$ cat config.mk
export PLATFORM = sky130hd
export DESIGN_NAME = field_wr_port
export DESIGN_NICKNAME = d
export VERILOG_FILES = /design/src/rtl/fwp_pkg.sv /design/src/rtl/fwp_cycle_decode.sv /design/src/rtl/fwp_pointer.sv /design/src/rtl/fwp_write_stage.sv /design/src/rtl/fwp_rules.sv /design/src/rtl/field_wr_port.sv
export SDC_FILE = /design/constraint.sdc
export NUM_CORES = 1
export LEC_CHECK = 0
export BUFFER_PORTS_ARGS = -buffer_cell sky130_fd_sc_hd__buf_2
export CORE_ASPECT_RATIO = 1.5
export CORE_MARGIN = 3
export CORE_UTILIZATION = 40
export CTS_CLUSTER_SIZE = 30
export DETAILED_ROUTE_END_ITERATION = 10
export GPL_ROUTABILITY_DRIVEN = 1
export GPL_TIMING_DRIVEN = 0
export HOLD_SLACK_MARGIN = 0.15
export PLACE_DENSITY_LB_ADDON = 0.08
export SYNTH_ARGS = -nofsm -noshare
export SYNTH_HDL_FRONTEND = slang
export SYNTH_SLANG_ARGS = --single-unit
$ cat constraint.sdc
create_clock -name clk -period 3.8 [get_ports clk]
set_clock_uncertainty 0.15 [all_clocks]
set_input_delay 0.76 -clock clk [delete_from_list [all_inputs] [get_ports clk]]
set_output_delay 0.76 -clock clk [all_outputs]
set_load 0.03 [all_outputs]
$ cat src/rtl/fwp_pkg.sv
package fwp_pkg;
  // Classification of one write-clock edge.
  typedef enum logic [1:0] {
    CYC_IDLE  = 2'd0,  // write enable low: hold
    CYC_RESET = 2'd1,  // first edge of write-reset
    CYC_STORE = 2'd2,  // store and advance
    CYC_SKIP  = 2'd3   // masked: advance without store
  } cyc_kind_e;
endpackage

$ cat src/rtl/fwp_cycle_decode.sv
module fwp_cycle_decode
  import fwp_pkg::*;
(
  input  logic      clk,
  input  logic      rst,
  input  logic      wr_rst_i,
  input  logic      wr_en_i,
  input  logic      in_en_i,
  output cyc_kind_e kind_o
);
  logic rst_prev_q;

  always_ff @(posedge clk) begin
    if (rst) rst_prev_q <= 1'b0;
    else     rst_prev_q <= wr_rst_i;
  end

  always_comb begin
    if (wr_rst_i && !rst_prev_q) kind_o = CYC_RESET;
    else if (!wr_en_i)           kind_o = CYC_IDLE;
    else if (in_en_i)            kind_o = CYC_STORE;
    else                         kind_o = CYC_SKIP;
  end

  // a level held high resets only once
  p_first_edge_only_r3: assert property (@(posedge clk) disable iff (rst)
    (wr_rst_i && $past(wr_rst_i) && !$past(rst)) |-> (kind_o != CYC_RESET));
endmodule

$ cat src/rtl/fwp_pointer.sv
module fwp_pointer
  import fwp_pkg::*;
#(
  parameter int DEPTH = 1024,
  parameter int AW    = $clog2(DEPTH)
) (
  input  logic          clk,
  input  logic          rst,
  input  cyc_kind_e     kind_i,
  output logic [AW-1:0] ptr_o
);
  localparam logic [AW-1:0] LAST = AW'(DEPTH - 1);

  logic [AW-1:0] ptr_q;
  logic          adv;

  assign adv   = (kind_i == CYC_STORE) || (kind_i == CYC_SKIP);
  assign ptr_o = ptr_q;

  always_ff @(posedge clk) begin
    if (rst) begin
      ptr_q <= '0;
    end else if (kind_i == CYC_RESET) begin
      ptr_q <= '0;
    end else if (adv) begin
      ptr_q <= (ptr_q == LAST) ? '0 : ptr_q + 1'b1;
    end
  end

  p_reset_zero_r1: assert property (@(posedge clk) disable iff (rst)
    (kind_i == CYC_RESET) |=> (ptr_q == '0));
  p_hold_r5: assert property (@(posedge clk) disable iff (rst)
    (kind_i == CYC_IDLE) |=> $stable(ptr_q));
  p_advance_r6: assert property (@(posedge clk) disable iff (rst)
    (adv && ptr_q != LAST) |=> (ptr_q == $past(ptr_q) + 1'b1));
  p_wrap_r8: assert property (@(posedge clk) disable iff (rst)
    (adv && ptr_q == LAST) |=> (ptr_q == '0));
endmodule

$ cat src/rtl/fwp_write_stage.sv
module fwp_write_stage
  import fwp_pkg::*;
#(
  parameter int AW  = 10,
  parameter int DW  = 4,
  parameter int LAT = 2
) (
  input  logic          clk,
  input  logic          rst,
  input  cyc_kind_e     kind_i,
  input  logic [AW-1:0] addr_i,
  input  logic [DW-1:0] data_i,
  output logic [AW-1:0] mem_addr_o,
  output logic [DW-1:0] mem_data_o,
  output logic          mem_we_o
);
  logic          we_q   [LAT];
  logic [AW-1:0] addr_q [LAT];
  logic [DW-1:0] data_q [LAT];

  always_ff @(posedge clk) begin
    if (rst) begin
      for (int i = 0; i < LAT; i++) begin
        we_q[i]   <= 1'b0;
        addr_q[i] <= '0;
        data_q[i] <= '0;
      end
    end else begin
      we_q[0]   <= (kind_i == CYC_STORE);
      addr_q[0] <= addr_i;
      data_q[0] <= data_i;
      for (int i = 1; i < LAT; i++) begin
        we_q[i]   <= we_q[i-1];
        addr_q[i] <= addr_q[i-1];
        data_q[i] <= data_q[i-1];
      end
    end
  end

  assign mem_we_o   = we_q[LAT-1];
  assign mem_addr_o = addr_q[LAT-1];
  assign mem_data_o = data_q[LAT-1];
endmodule

$ cat src/rtl/fwp_rules.sv
module fwp_rules
  import fwp_pkg::*;
#(
  parameter int MIN_ACTIVE = 130,
  parameter int LOW_GAP    = 2
) (
  input  logic      clk,
  input  logic      rst,
  input  logic      wr_rst_i,
  input  cyc_kind_e kind_i,
  output logic      viol_o
);
  localparam int CW = $clog2(MIN_ACTIVE + 1);
  localparam int GW = $clog2(LOW_GAP + 1);
  localparam logic [CW-1:0] ACT_MIN = CW'(MIN_ACTIVE);
  localparam logic [GW-1:0] GAP_MIN = GW'(LOW_GAP);

  logic [CW-1:0] act_q;
  logic [GW-1:0] gap_q;
  logic          armed_q;
  logic          viol_q;
  logic          active;

  assign active = (kind_i == CYC_STORE) || (kind_i == CYC_SKIP);
  assign viol_o = viol_q;

  always_ff @(posedge clk) begin
    if (rst) begin
      act_q   <= '0;
      gap_q   <= GAP_MIN;
      armed_q <= 1'b0;
      viol_q  <= 1'b0;
    end else begin
      if (wr_rst_i)              gap_q <= '0;
      else if (gap_q < GAP_MIN)  gap_q <= gap_q + 1'b1;

      if (kind_i == CYC_RESET) begin
        if (armed_q && ((act_q < ACT_MIN) || (gap_q < GAP_MIN))) viol_q <= 1'b1;
        act_q   <= '0;
        armed_q <= 1'b1;
      end else if (active && act_q < ACT_MIN) begin
        act_q <= act_q + 1'b1;
      end
    end
  end

  p_sticky_r12: assert property (@(posedge clk) disable iff (rst)
    viol_o |=> viol_o);
  p_too_soon_r10: assert property (@(posedge clk) disable iff (rst)
    (kind_i == CYC_RESET && armed_q && gap_q < GAP_MIN) |=> viol_o);
  p_short_pass_r11: assert property (@(posedge clk) disable iff (rst)
    (kind_i == CYC_RESET && armed_q && act_q < ACT_MIN) |=> viol_o);
endmodule

$ cat src/rtl/field_wr_port.sv
module field_wr_port
  import fwp_pkg::*;
#(
  parameter int DEPTH      = 1024,
  parameter int DW         = 4,
  parameter int MIN_ACTIVE = 130,
  parameter int LOW_GAP    = 2
) (
  input  logic                     clk,
  input  logic                     rst,
  input  logic                     wr_rst_i,
  input  logic                     wr_en_i,
  input  logic                     in_en_i,
  input  logic [DW-1:0]            din_i,
  output logic [$clog2(DEPTH)-1:0] mem_addr_o,
  output logic [DW-1:0]            mem_data_o,
  output logic                     mem_we_o,
  output logic                     viol_o
);
  localparam int AW  = $clog2(DEPTH);
  localparam int LAT = 2;  // capture stage plus one cascade-delay stage

  cyc_kind_e     kind;
  logic [AW-1:0] ptr;

  fwp_cycle_decode u_decode (
    .clk(clk), .rst(rst), .wr_rst_i(wr_rst_i), .wr_en_i(wr_en_i),
    .in_en_i(in_en_i), .kind_o(kind)
  );

  fwp_pointer #(.DEPTH(DEPTH), .AW(AW)) u_pointer (
    .clk(clk), .rst(rst), .kind_i(kind), .ptr_o(ptr)
  );

  fwp_write_stage #(.AW(AW), .DW(DW), .LAT(LAT)) u_stage (
    .clk(clk), .rst(rst), .kind_i(kind), .addr_i(ptr), .data_i(din_i),
    .mem_addr_o(mem_addr_o), .mem_data_o(mem_data_o), .mem_we_o(mem_we_o)
  );

  fwp_rules #(.MIN_ACTIVE(MIN_ACTIVE), .LOW_GAP(LOW_GAP)) u_rules (
    .clk(clk), .rst(rst), .wr_rst_i(wr_rst_i), .kind_i(kind), .viol_o(viol_o)
  );

  // a strobe traces back two edges to enable and mask both high
  p_strobe_qual_r6: assert property (@(posedge clk) disable iff (rst)
    mem_we_o |-> ($past(wr_en_i, 2) && $past(in_en_i, 2)));
  // no strobe from a reset cycle
  p_no_store_on_reset_r2: assert property (@(posedge clk) disable iff (rst)
    mem_we_o |-> !($past(wr_rst_i, 2) && !$past(wr_rst_i, 3)));
endmodule

* Word-level counts from Yosys, hierarchy flattened
Memory sizes are Yosys's and may differ from the RTL's.
Index checks and enable logic that the tools add are counted.
** Cells by class
- Mux-type cells :: 15
- Order comparisons :: 2
- Bitwise operators :: 6
- Multiply operators :: 0
- Divide/modulo/power cells :: 0
- Reduce and logical (&&, ||, !) cells :: 10
- $add $sub $neg :: 3
- Shift operators :: 0
- Equality and inequality tests :: 4
** Operators by type and width (count)
- two-way mux 10 bit :: 3
- adder 10 x 1 -> 10 bit, second input constant :: 1
- == test 10 bit, second input constant :: 1
- adder 8 x 1 -> 8 bit, second input constant :: 1
- less-than comparator 8 bit, second input constant :: 1
- two-way mux 2 bit :: 4
- two-way mux 4 bit :: 2
- two-way mux 1 bit :: 6
- OR 1 bit :: 6
- == test 2 bit, second input constant :: 2
- OR reduction 2 bit :: 2
- logical AND 1 bit :: 3
- adder 2 x 1 -> 2 bit, second input constant :: 1
- == test 2 x 1 -> 1 bit, second input constant :: 1
- logical OR 1 bit :: 2
- less-than comparator 2 bit, second input constant :: 1
- AND reduction 2 bit :: 1
- nonzero test 2 bit :: 1
- logical NOT 1 bit :: 1
** Storage, ports and cells
- Bits in writable memories :: 30
- Memories kept :: 3
- Logic and storage cells :: 50
- Input port bits :: 9
- Latch bits :: 0
- Output and inout bits :: 16
- ROM bits :: 0
- Register bits :: 23
** Memories
- u_stage.addr_q :: words 2, bits a word 10, read ports 2, clocked after memory_dff 0, write ports 2, line fwp_write_stage.sv:18 : logic [AW-1:0] addr_q [LAT];
- u_stage.data_q :: words 2, bits a word 4, read ports 2, clocked after memory_dff 0, write ports 2, line fwp_write_stage.sv:19 : logic [DW-1:0] data_q [LAT];
- u_stage.we_q :: words 2, bits a word 1, read ports 2, clocked after memory_dff 0, write ports 2, line fwp_write_stage.sv:17 : logic we_q [LAT];

* Longest topological paths before layout
Gate-level depths: netlist of run 1.
- Word-level depth :: 6
- Depth in mapped cells :: 5
- Depth with buffers taken out :: 4

* By module
From an unflattened synthesis of run 1, not the netlist that was laid out.
** Unflattened totals
- Cell total of the unflattened synthesis :: 199
- Area, all modules :: 2001.9 sq um
** By module, submodules not included
- fwp_write_stage :: times used 1, area an instance 914.6 sq um, seq. area each 600.6 sq um, cells an instance 77
- fwp_rules :: times used 1, area an instance 525.5 sq um, seq. area each 240.2 sq um, cells an instance 57
- fwp_pointer :: times used 1, area an instance 514.2 sq um, seq. area each 200.2 sq um, cells an instance 59
- fwp_cycle_decode :: times used 1, area an instance 47.5 sq um, seq. area each 20.0 sq um, cells an instance 6

* Worst setup path after synthesis of run 1
OpenSTA, ideal clock, no wires.
- Path type :: input port to flip-flop
- From :: in wr_rst_i
- To :: reg u_pointer.ptr_q[9] (netlist: u_pointer.ptr_o[9])
- Stages on the path :: 4
- Data arrival time :: 1797 ps
- Setup slack :: 1783 ps
- Setup time :: 70 ps
- Buffers on the path :: 0
- Data required time :: 3580 ps
- Cells stage by stage :: nor2b_1 or3_4 or3_1 a21oi_1
** Between the ends
- Longest elaborated chain between the ends :: 4
- Elaborated cells between the ends (all ways) :: 7
- Classes of those cells :: eq/ne (3); mux (1); reduce/logical (3)
** RTL lines
- from (decl) :: line field_wr_port.sv:11 : input logic wr_rst_i,
- logical AND 1 bit (*) :: line fwp_cycle_decode.sv:19 : if (wr_rst_i && !rst_prev_q) kind_o = CYC_RESET;
- two-way mux 2 bit (*) :: line fwp_cycle_decode.sv:19
- == test 2 x 1 -> 1 bit or == test 2 bit (tied branches) :: line fwp_pointer.sv:23, fwp_pointer.sv:17
- OR reduction 2 bit (no source line) or logical OR 1 bit (tied branches)
- to (signal assigned) :: line fwp_pointer.sv:26 : ptr_q <= (ptr_q == LAST) ? '0 : ptr_q + 1'b1;
- to (decl) :: line fwp_pointer.sv:14 : logic [AW-1:0] ptr_q;
Mark *: on every way between the ends. The rest lies on a longest branch, timed or not.
A chain may end at the register's enable or synchronous reset.

* Worst setup path after layout of run 1
- From :: in wr_rst_i
- To :: reg u_pointer.ptr_q[0] (netlist: u_pointer.ptr_o[0])
Same word-level chain as after synthesis.

==> results of run 1 <==
## critical path, stage by stage
cell,delay [ns]
buf_2,0.12
nand2b_1,0.06
clkbuf_2,0.20
nand2_1,0.20
o31ai_1,0.53
nor2_1,0.11
## state kept, by name (all words and copies together) (netlist names)
signal	count
u_decode.rst_prev_q	1
u_stage.data_q	8
u_rules.gap_q	2
u_stage.addr_q	20
u_rules.act_q	8
u_rules.armed_q	1
u_stage.we_q	2
u_pointer.ptr_o	10
u_rules.viol_o	1
## synthesized netlist by cell type, drive strengths merged, types with 3 or more instances
cell type   n  share of area
nor2       16          0.031
dfxtp      53           0.54
xor2        7          0.031
or3         6          0.022
nand3       7          0.018
nand2       8          0.017
nor2b      30          0.096
clkbuf      6          0.012
o21ai       5          0.013
a21oi       7          0.018
nor3        3         0.0077
buf        14          0.054
inv         3         0.0058
nand4       3          0.013
## layout make-up
| cell class | instances | area [µm²] |
|---|---|---|
| sequential | 53 | 1060 |
| multi-input combinational | 120 | 754 |
| clock inverter | 2 | 15.0 |
| buffer | 20 | 129 |
| inverter | 3 | 11.3 |
| fill | 479 | 2380 |
| timing repair buffer | 23 | 115 |
| tap | 64 | 80.1 |
| clock buffer | 6 | 72.6 |
## metal layers
layer / wire, µm / part of all wire / vias to the layer above
met5: 0 / 0 / -
met4: 83 / 0.024 / 0
met3: 132 / 0.038 / 6
met2: 1920 / 0.56 / 21
met1: 1310 / 0.38 / 647
li1: - / - / 709
## logic make-up (layout without fill, tap and decap cells)
family | Yosys count | count (layout)
simple gates | 85 | 85
xor+xnor | 9 | 9
buf+inv | 23 | 54
compound gates | 24 | 24
fa+ha+maj | 2 | 2
flops | 53 | 53
## worst max-delay path by stage
stage / slack, ns / end
2_1_floorplan: 1.78 / u_pointer.ptr_o[9]$_SDFFE_PP0N_
3_3_place_gp: 1.54 / u_pointer.ptr_o[0]$_SDFFE_PP0N_
3_5_place_dp: 1.52 / u_pointer.ptr_o[0]$_SDFFE_PP0N_
4_1_cts: 1.85 / u_pointer.ptr_o[0]$_SDFFE_PP0N_
5_1_grt: 1.74 / u_pointer.ptr_o[3]$_SDFFE_PP0N_
6_report: 1.85 / u_pointer.ptr_o[0]$_SDFFE_PP0N_
## where the power goes
group          switching (µW)  total (µW)  internal [µW]  leakage (µW)
logic                    32.6        52.6           20.0      0.000433
registers                6.02         572            566      0.000431
clock network             175         305            130     0.0000374
## stage by stage
| stage | power [µW] | hold slack (ns) |
|---|---|---|
| floorplan | 621 | 0.264 |
| global placement | 637 | 0.268 |
| detailed placement | 639 | 0.270 |
| CTS | 941 | 0.292 |
| global route | 968 | 0.309 |
| finish | 930 | 0.292 |
==> results.toml, run 1 <==
[clocking]
h-tree-depth = 2
cts.sinks = 53
clk_pin_slew_ns = 0.09
insertion_delay_ns = 0.30
cts_setup_buffers = 0
cts-resized-gates = 0
cts_made_buffers = 5
clockBufferDepth = 2
postCtsHoldBufs = 0
root_buffer = "clkbuf_8"
cts_tree = "done"

[setup_path]
crit_start = "wr_rst_i"
path_max_fanout = 8
worstReg2RegEnd = "u_pointer.ptr_o[0]$_SDFFE_PP0N_"
path_class = "input pin to register"
endpoint_kind = "register"
reg2reg_depth = 5
crit_arrival_ns = 1.98
rr_startpoint = "u_decode.rst_prev_q$_SDFF_PP0_"
r2r_slack_ns = 2.06
cp.required_ns = 3.83
start_kind = "input pin"

[global_routing]
grt_usage = 0.130
grt_max_degree = 17
grt_antenna_before_repair = 0
grt.met2_usage = 0.252
grt_overflow = 0
grt_most_used_layer = "met2"
grt_pass1_vias = 1371
met1_usage = 0.116
met3_usage = 0.0380
grt_first_pass_wirelength_um = 5900

[synth]
yosys_warnings = 0
synth_ff_type = "dfxtp_1"
synth_area_per_cell_um2 = 9.98
synthMuxAreaShare = 0
yosysSeqAreaShare = 0.543
synthXorXnorAreaFrac = 0.0403
async_reset_ff_frac = 0
synth_cells = 196
synth-compound-area-share = 0.0851
synth_top_family_by_area = "simple AND/OR/NAND/NOR gates"
synth_adder_area_share = 0.0128
synth_edf_count = 0
ys_seq_elements = 53
synth_area_mm2 = 0.00196
synth_fp_nets = 207
synthSimpleGateAreaFrac = 0.248
synth_cell_types = 40

[cells_and_area]
syn2layout_area_growth_pct = 14.5
final_cell_count_no_fill = 291
utilization = 0.485
fin_nets = 237
drive_gt1_frac = 0.229
n_antenna_cell = 0
fin_area_mm2 = 0.00224
layout_common_cells = "53 x dfxtp_1, 30 x nor2b_1, 23 x buf_2"
layout_commonest_cell = "dfxtp_1"

[worst_hold_path]
holdCritStartpoint = "u_stage.addr_q[0][5]$_SDFF_PP0_"
hold_class = "register to register"
min_path_cells = 1
holdPathEnd = "u_stage.addr_q[0][15]$_SDFF_PP0_"

[power_and_ir_drop]
powerDensity_mw_per_mm2 = 416
leakagePower_uw = 0.000901
vdd_drop_max_mv = 0.220

[route]
num_vias = 1383
drcViolationCount = 0
wl_per_cell_um = 11.8
routed_wl_um = 3440
avgViaCountPerCell = 4.75
first_iter_violations = 24
dr.pass1.iters = 4
ant_nets = 0

[timing]
final.period_utilization = 0.513
period_minus_slack_ns = 1.95
rsz0062_at_grt = "no"
fmax_mhz = 513
final-hold-violation-count = 0
tns_ns = 0
relSlewSlack = 0.656
tightest_slew_ns = 0.511
fin_ws_ns = 1.85
setup_viol = 0
drv_slew = 0

[die]
rows = 30
die_area_mm2 = 0.00578
dieHeight_um = 91.6
start_util = 0.424
die_w_um = 63.1
core_mm2 = 0.00462
io-pin-count = 25

[run_status]
status = "completed"

[placed_design]
place_area_mm2 = 0.00215
dp_slack_ns = 1.52
io_buffer_count = 23
place_inst = 283
hpwlAfterDp_um = 2570
place_congestion = 0.835

[run]
maxCapViolCount = 0
(Power assumes the default switching activity.)
==> run 2: changes to the inputs <==
==> constraint.sdc (replaced) <==
create_clock -name clk -period 1.9 [get_ports clk]
set_clock_uncertainty 0.15 [all_clocks]
set_input_delay 0.38 -clock clk [delete_from_list [all_inputs] [get_ports clk]]
set_output_delay 0.38 -clock clk [all_outputs]
set_load 0.03 [all_outputs]
==> run 2 against run 1 <==
  * First-iteration DRC count fell by 25%
  * Core utilization rose by 1.1 points
  * Register-to-register slack got worse by 1.9 ns
  * Routed wire length rose by 1.4%
  * Via count rose by 1.6%
  * Die area did not move
  * Largest cell class unchanged
  * Largest power group unchanged
  * Highest routed layer unchanged
==> results.toml, run 2 (synthesis gave the netlist of run 1 again) <==
[clocking]
insertion_delay_ns = 0.30
h-tree-depth = 2
root_buffer = "clkbuf_8"
cts.sinks = 53
clockBufferDepth = 2
cts_tree = "done"
clk_pin_slew_ns = 0.09
cts-resized-gates = 0
cts_made_buffers = 5

[power_and_ir_drop]
leakagePower_uw = 0.000922
powerDensity_mw_per_mm2 = 816
vdd_drop_max_mv = 0.440
pwr-share-seq = 0.613
clock_power_share = 0.327
power_frac_comb = 0.061
switching_share = 0.230
intPower_uw = 1440
power.switching_uw = 429

[global_routing]
grt_max_degree = 17
grt_usage = 0.132
grt_overflow = 0
grt_first_pass_wirelength_um = 6020
grt_antenna_before_repair = 0
grt_pass1_vias = 1403

[setup_path]
cp.required_ns = 1.93
endpoint_kind = "register"
start_kind = "register"
path_class = "register to register"
path_max_fanout = 8
crit_arrival_ns = 1.77

[timing]
setup_viol = 0
tns_ns = 0
relSlewSlack = 0.656
tightest_slew_ns = 0.511
period_minus_slack_ns = 1.74
fmax_mhz = 574
rsz0062_at_grt = "no"
final.period_utilization = 0.917
drv_slew = 0
final-hold-violation-count = 0

[placed_design]
io_buffer_count = 23
place_area_mm2 = 0.00215
place_congestion = 0.835
place_inst = 283
hpwlAfterDp_um = 2570

[route]
num_vias = 1405
routed_wl_um = 3490
wl_per_cell_um = 11.8
first_iter_violations = 18
drcViolationCount = 0
dr.pass1.iters = 4
avgViaCountPerCell = 4.75
ant_nets = 0

[cells_and_area]
regMostFlops = "u_stage.addr_q"
fin_nets = 242
multiInputGateArea_um2 = 754
n_antenna_cell = 0
largest_register_ffs = 20
layout_common_cells = "53 x dfxtp_1, 30 x nor2b_1, 23 x buf_2"
final_cell_count_no_fill = 296
layout_commonest_cell = "dfxtp_1"
final.fill_count = 474
drive_gt1_frac = 0.224
seq_area_mm2 = 0.00106
syn2layout_area_growth_pct = 17.0
fin_area_mm2 = 0.00229

[die]
start_util = 0.424
die_area_mm2 = 0.00578
io-pin-count = 25
dieHeight_um = 91.6
core_mm2 = 0.00462
rows = 30
die_w_um = 63.1

[run]
maxCapViolCount = 0

[run_status]
status = "completed"

[worst_hold_path]
hold_class = "input pin to register"
==> run 2: final timing paths <==
kind / start / to / slack, ns / cells past startpoint
hold / removal: wr_rst_i / u_decode.rst_prev_q$_SDFF_PP0_ / 0.19 / 2
setup / recovery: u_decode.rst_prev_q$_SDFF_PP0_ / u_pointer.ptr_o[0]$_SDFFE_PP0N_ / 0.16 / 5
hold reg to reg: u_stage.addr_q[0][5]$_SDFF_PP0_ / u_stage.addr_q[0][15]$_SDFF_PP0_ / 0.29 / 1
setup reg to reg: u_decode.rst_prev_q$_SDFF_PP0_ / u_pointer.ptr_o[0]$_SDFFE_PP0N_ / 0.16 / 5
==> run 2: metrics by stage <==
step | setup slack [ns] | hold WS (ns) | power, µW | utilization
after global routing | 0.0244 | 0.188 | 1950 | 0.496
after global placement | 0.0235 | 0.268 | 1270 | 0.466
after floorplan | 0.263 | 0.264 | 1240 | -
final | 0.158 | 0.188 | 1870 | 0.496
after detailed placement | 0.00149 | 0.270 | 1280 | 0.466
after CTS | 0.142 | 0.178 | 1890 | 0.496
==> run 2: layer usage <==
layer	GRT usage	vias to the layer above	routed length, µm	part of all wire
met5	0	-	0	0
met4	0.0718	0	83	0.024
met3	0.0368	6	122	0.035
met2	0.257	21	1950	0.56
met1	0.119	659	1330	0.38
li1	-	719	-	-
==> run 2: layout make-up <==
type | instances | area share
Sequential cell | 53 | 0.464
Multi-Input combinational cell | 120 | 0.330
Timing Repair Buffer | 28 | 0.0722
Buffer | 20 | 0.0563
Tap cell | 64 | 0.0350
Clock buffer | 6 | 0.0317
Clock inverter | 2 | 0.00656
Inverter | 3 | 0.00492
==> run 2: repair_timing <==
| action | in CTS | in global routing |
|---|---|---|
| endpoints found under the hold margin | 6 | 0 |
| endpoints found under the setup margin | 0 | 0 |
| hold buffers | 5 | 0 |
| buffers inserted | 0 | 0 |
==> run 2: critical path, cell delays in order (launching register included) <==
cell and delay, ns:
dfxtp_1 0.34, nand2b_1 0.10, clkbuf_2 0.20, nand2_1 0.20, o31ai_1 0.53, nor2_1 0.11
==> run 2: power by group through the flow <==
stage | registers [µW] | logic (µW) | clock network (µW)
after floorplan | 1170 | 71.4 | 0
after global placement | 1170 | 104 | 0
after detailed placement | 1170 | 106 | 0
after CTS | 1150 | 115 | 629
after global routing | 1150 | 126 | 672
final | 1140 | 113 | 611
==> run 3: changes to the inputs <==
--- a/config.mk
+++ b/config.mk
@@ -7,7 +7,7 @@
 export LEC_CHECK = 0
 export BUFFER_PORTS_ARGS = -buffer_cell sky130_fd_sc_hd__buf_2
 export CORE_ASPECT_RATIO = 1.5
-export CORE_MARGIN = 3
+export CORE_MARGIN = 2
 export CORE_UTILIZATION = 40
 export CTS_CLUSTER_SIZE = 30
 export DETAILED_ROUTE_END_ITERATION = 10
==> run 3 against run 2 <==
  * Sequential cell count did not move
  * First-iteration DRC count is 94% higher
  * Register-to-register slack got worse by 0.12 ns
  * Setup slack lost 0.12 ns
  * Worst hold slack got worse by 0.022 ns
  * Critical path depth stayed put
  * Cell area is 1.1% higher
  * Core utilization decreased by 1.0 points
  * Clock-buffer cell count stayed put
  * Critical endpoint unchanged
  * Critical path type unchanged
  * Routed wire length down 3.0%
  * Via count rose by 0.43%
  * Final cell count up 0.68%
==> results.toml, run 3 (synthesis gave the netlist of run 1 again) <==
[run_status]
status = "completed"

[placed_design]
io_buffer_count = 23
place_inst = 285
hpwlAfterDp_um = 2450
place_congestion = 0.785

[timing]
holdWs_ns = 0.165
final.period_utilization = 0.978
setup_viol = 0
rsz0062_at_grt = "no"
relSlewSlack = 0.579
tightest_slew_ns = 0.626
period_minus_slack_ns = 1.86
final-hold-violation-count = 0
fmax_mhz = 538
drv_slew = 0

[route]
ant_nets = 0
wl_per_cell_um = 11.4
first_iter_violations = 35
drcViolationCount = 0
dr.pass1.iters = 6
avgViaCountPerCell = 4.73
routed_wl_um = 3390
num_vias = 1411

[cells_and_area]
largest_register_ffs = 20
n_antenna_cell = 0
multiInputGateArea_um2 = 754
utilization = 0.485
layout_commonest_cell = "dfxtp_1"
drive_gt1_frac = 0.224
regMostFlops = "u_stage.addr_q"
syn2layout_area_growth_pct = 18.4
fin_nets = 242
seq_area_mm2 = 0.00106
final_cell_count_no_fill = 298
layout_common_cells = "53 x dfxtp_1, 30 x nor2b_1, 23 x buf_2"
final.fill_count = 463

[setup_path]
path_max_fanout = 8
crit_start = "u_decode.rst_prev_q$_SDFF_PP0_"
rr_startpoint = "u_decode.rst_prev_q$_SDFF_PP0_"
path_class = "register to register"
start_kind = "register"
slowest_delay_ns = 0.61
cpMaxStageDelayCell = "o31ai_1"
crit_arrival_ns = 1.88
path_cells = "nand2b_1, clkbuf_2, nand2_1, o31ai_1, nor2_1"
cp.required_ns = 1.92
r2r_slack_ns = 0.04
endpoint_kind = "register"

[power_and_ir_drop]
leakagePower_uw = 0.000940
totalPowerFinal_uw = 2000
vdd_drop_max_mv = 0.598
powerDensity_mw_per_mm2 = 865

[die]
die_w_um = 61.1
start_util = 0.410
core_mm2 = 0.00477
dieHeight_um = 89.6
die_area_mm2 = 0.00548
io-pin-count = 25
rows = 31

[global_routing]
grt_antenna_before_repair = 0
grt_max_degree = 17
grt_pass1_vias = 1255
grt_overflow = 0
grt_first_pass_wirelength_um = 5310
grt_usage = 0.133

[clocking]
cts.sinks = 53
cts_made_buffers = 5
cts_tree = "done"
root_buffer = "clkbuf_8"
cts-resized-gates = 0
clk_pin_slew_ns = 0.09
cts_setup_buffers = 0
clockBufferDepth = 2
h-tree-depth = 2
insertion_delay_ns = 0.30

[run]
maxCapViolCount = 0

[worst_hold_path]
hold_class = "input pin to register"
holdCritStartpoint = "wr_rst_i"
[run 3: changes by cell type in the layout (fill, tap and decap cells not counted), sizes merged]
cell      change
bufinv        +1
clkinv        +1
clkinvlp      -2
[run 3: path summary, 6_finish.rpt]
path	endpoint	cells after the start
worst max register to register	u_pointer.ptr_o[0]$_SDFFE_PP0N_	5
worst min register to register	u_stage.addr_q[0][12]$_SDFF_PP0_	1
worst min-delay path	u_rules.gap_q[1]$_SDFFE_PP1P_	2
worst max-delay path	u_pointer.ptr_o[0]$_SDFFE_PP0N_	5
[run 3: through the flow]
step	setup TNS (ns)	worst slack, ns	instance area (µm²)
6_report	0	0.0418	2310
5_1_grt	0	0.00122	2310
4_1_cts	0	0.0397	2310
3_5_place_dp	-0.450	-0.117	2150
3_3_place_gp	-0.119	-0.0321	2150
2_1_floorplan	0	0.263	1960
[run 3: repair_timing]
action	4_1_cts	5_1_grt
hold endpoints to repair	5	0
setup endpoints to repair	0	0
hold buffers	5	0
[run 3: worst max-delay path, delay by kind of cell (launching register included)]
kind	cells	cell delay [ns]
compound gates	1	0.61
buf+inv	1	0.21
flops	1	0.34
simple gates	3	0.41
[run 3: power breakdown]
| group | switching, µW | internal, µW | total, µW |
|---|---|---|---|
| Clock | 350 | 395 | 745 |
| Sequential | 12.4 | 1130 | 1140 |
| Combinational | 65.8 | 46.5 | 112 |
[run 3: final cells by class]
cell class,count,share of cell area
Clock buffer,6,0.0314
Timing Repair Buffer,28,0.0714
Multi-Input combinational cell,120,0.326
Clock inverter,2,0.0168
Buffer,20,0.0557
Tap cell,66,0.0357
Inverter,3,0.00486
Sequential cell,53,0.458
[run 3: layer usage]
layer  share of wire  GRT usage  routed length (µm)  vias to the layer above
li1                -          -                   -                      716
met1            0.41      0.131                1380                      657
met2            0.53      0.244                1800                       31
met3           0.038     0.0387                 129                        7
met4           0.022     0.0711                  73                        0
met5               0          0                   0                        -
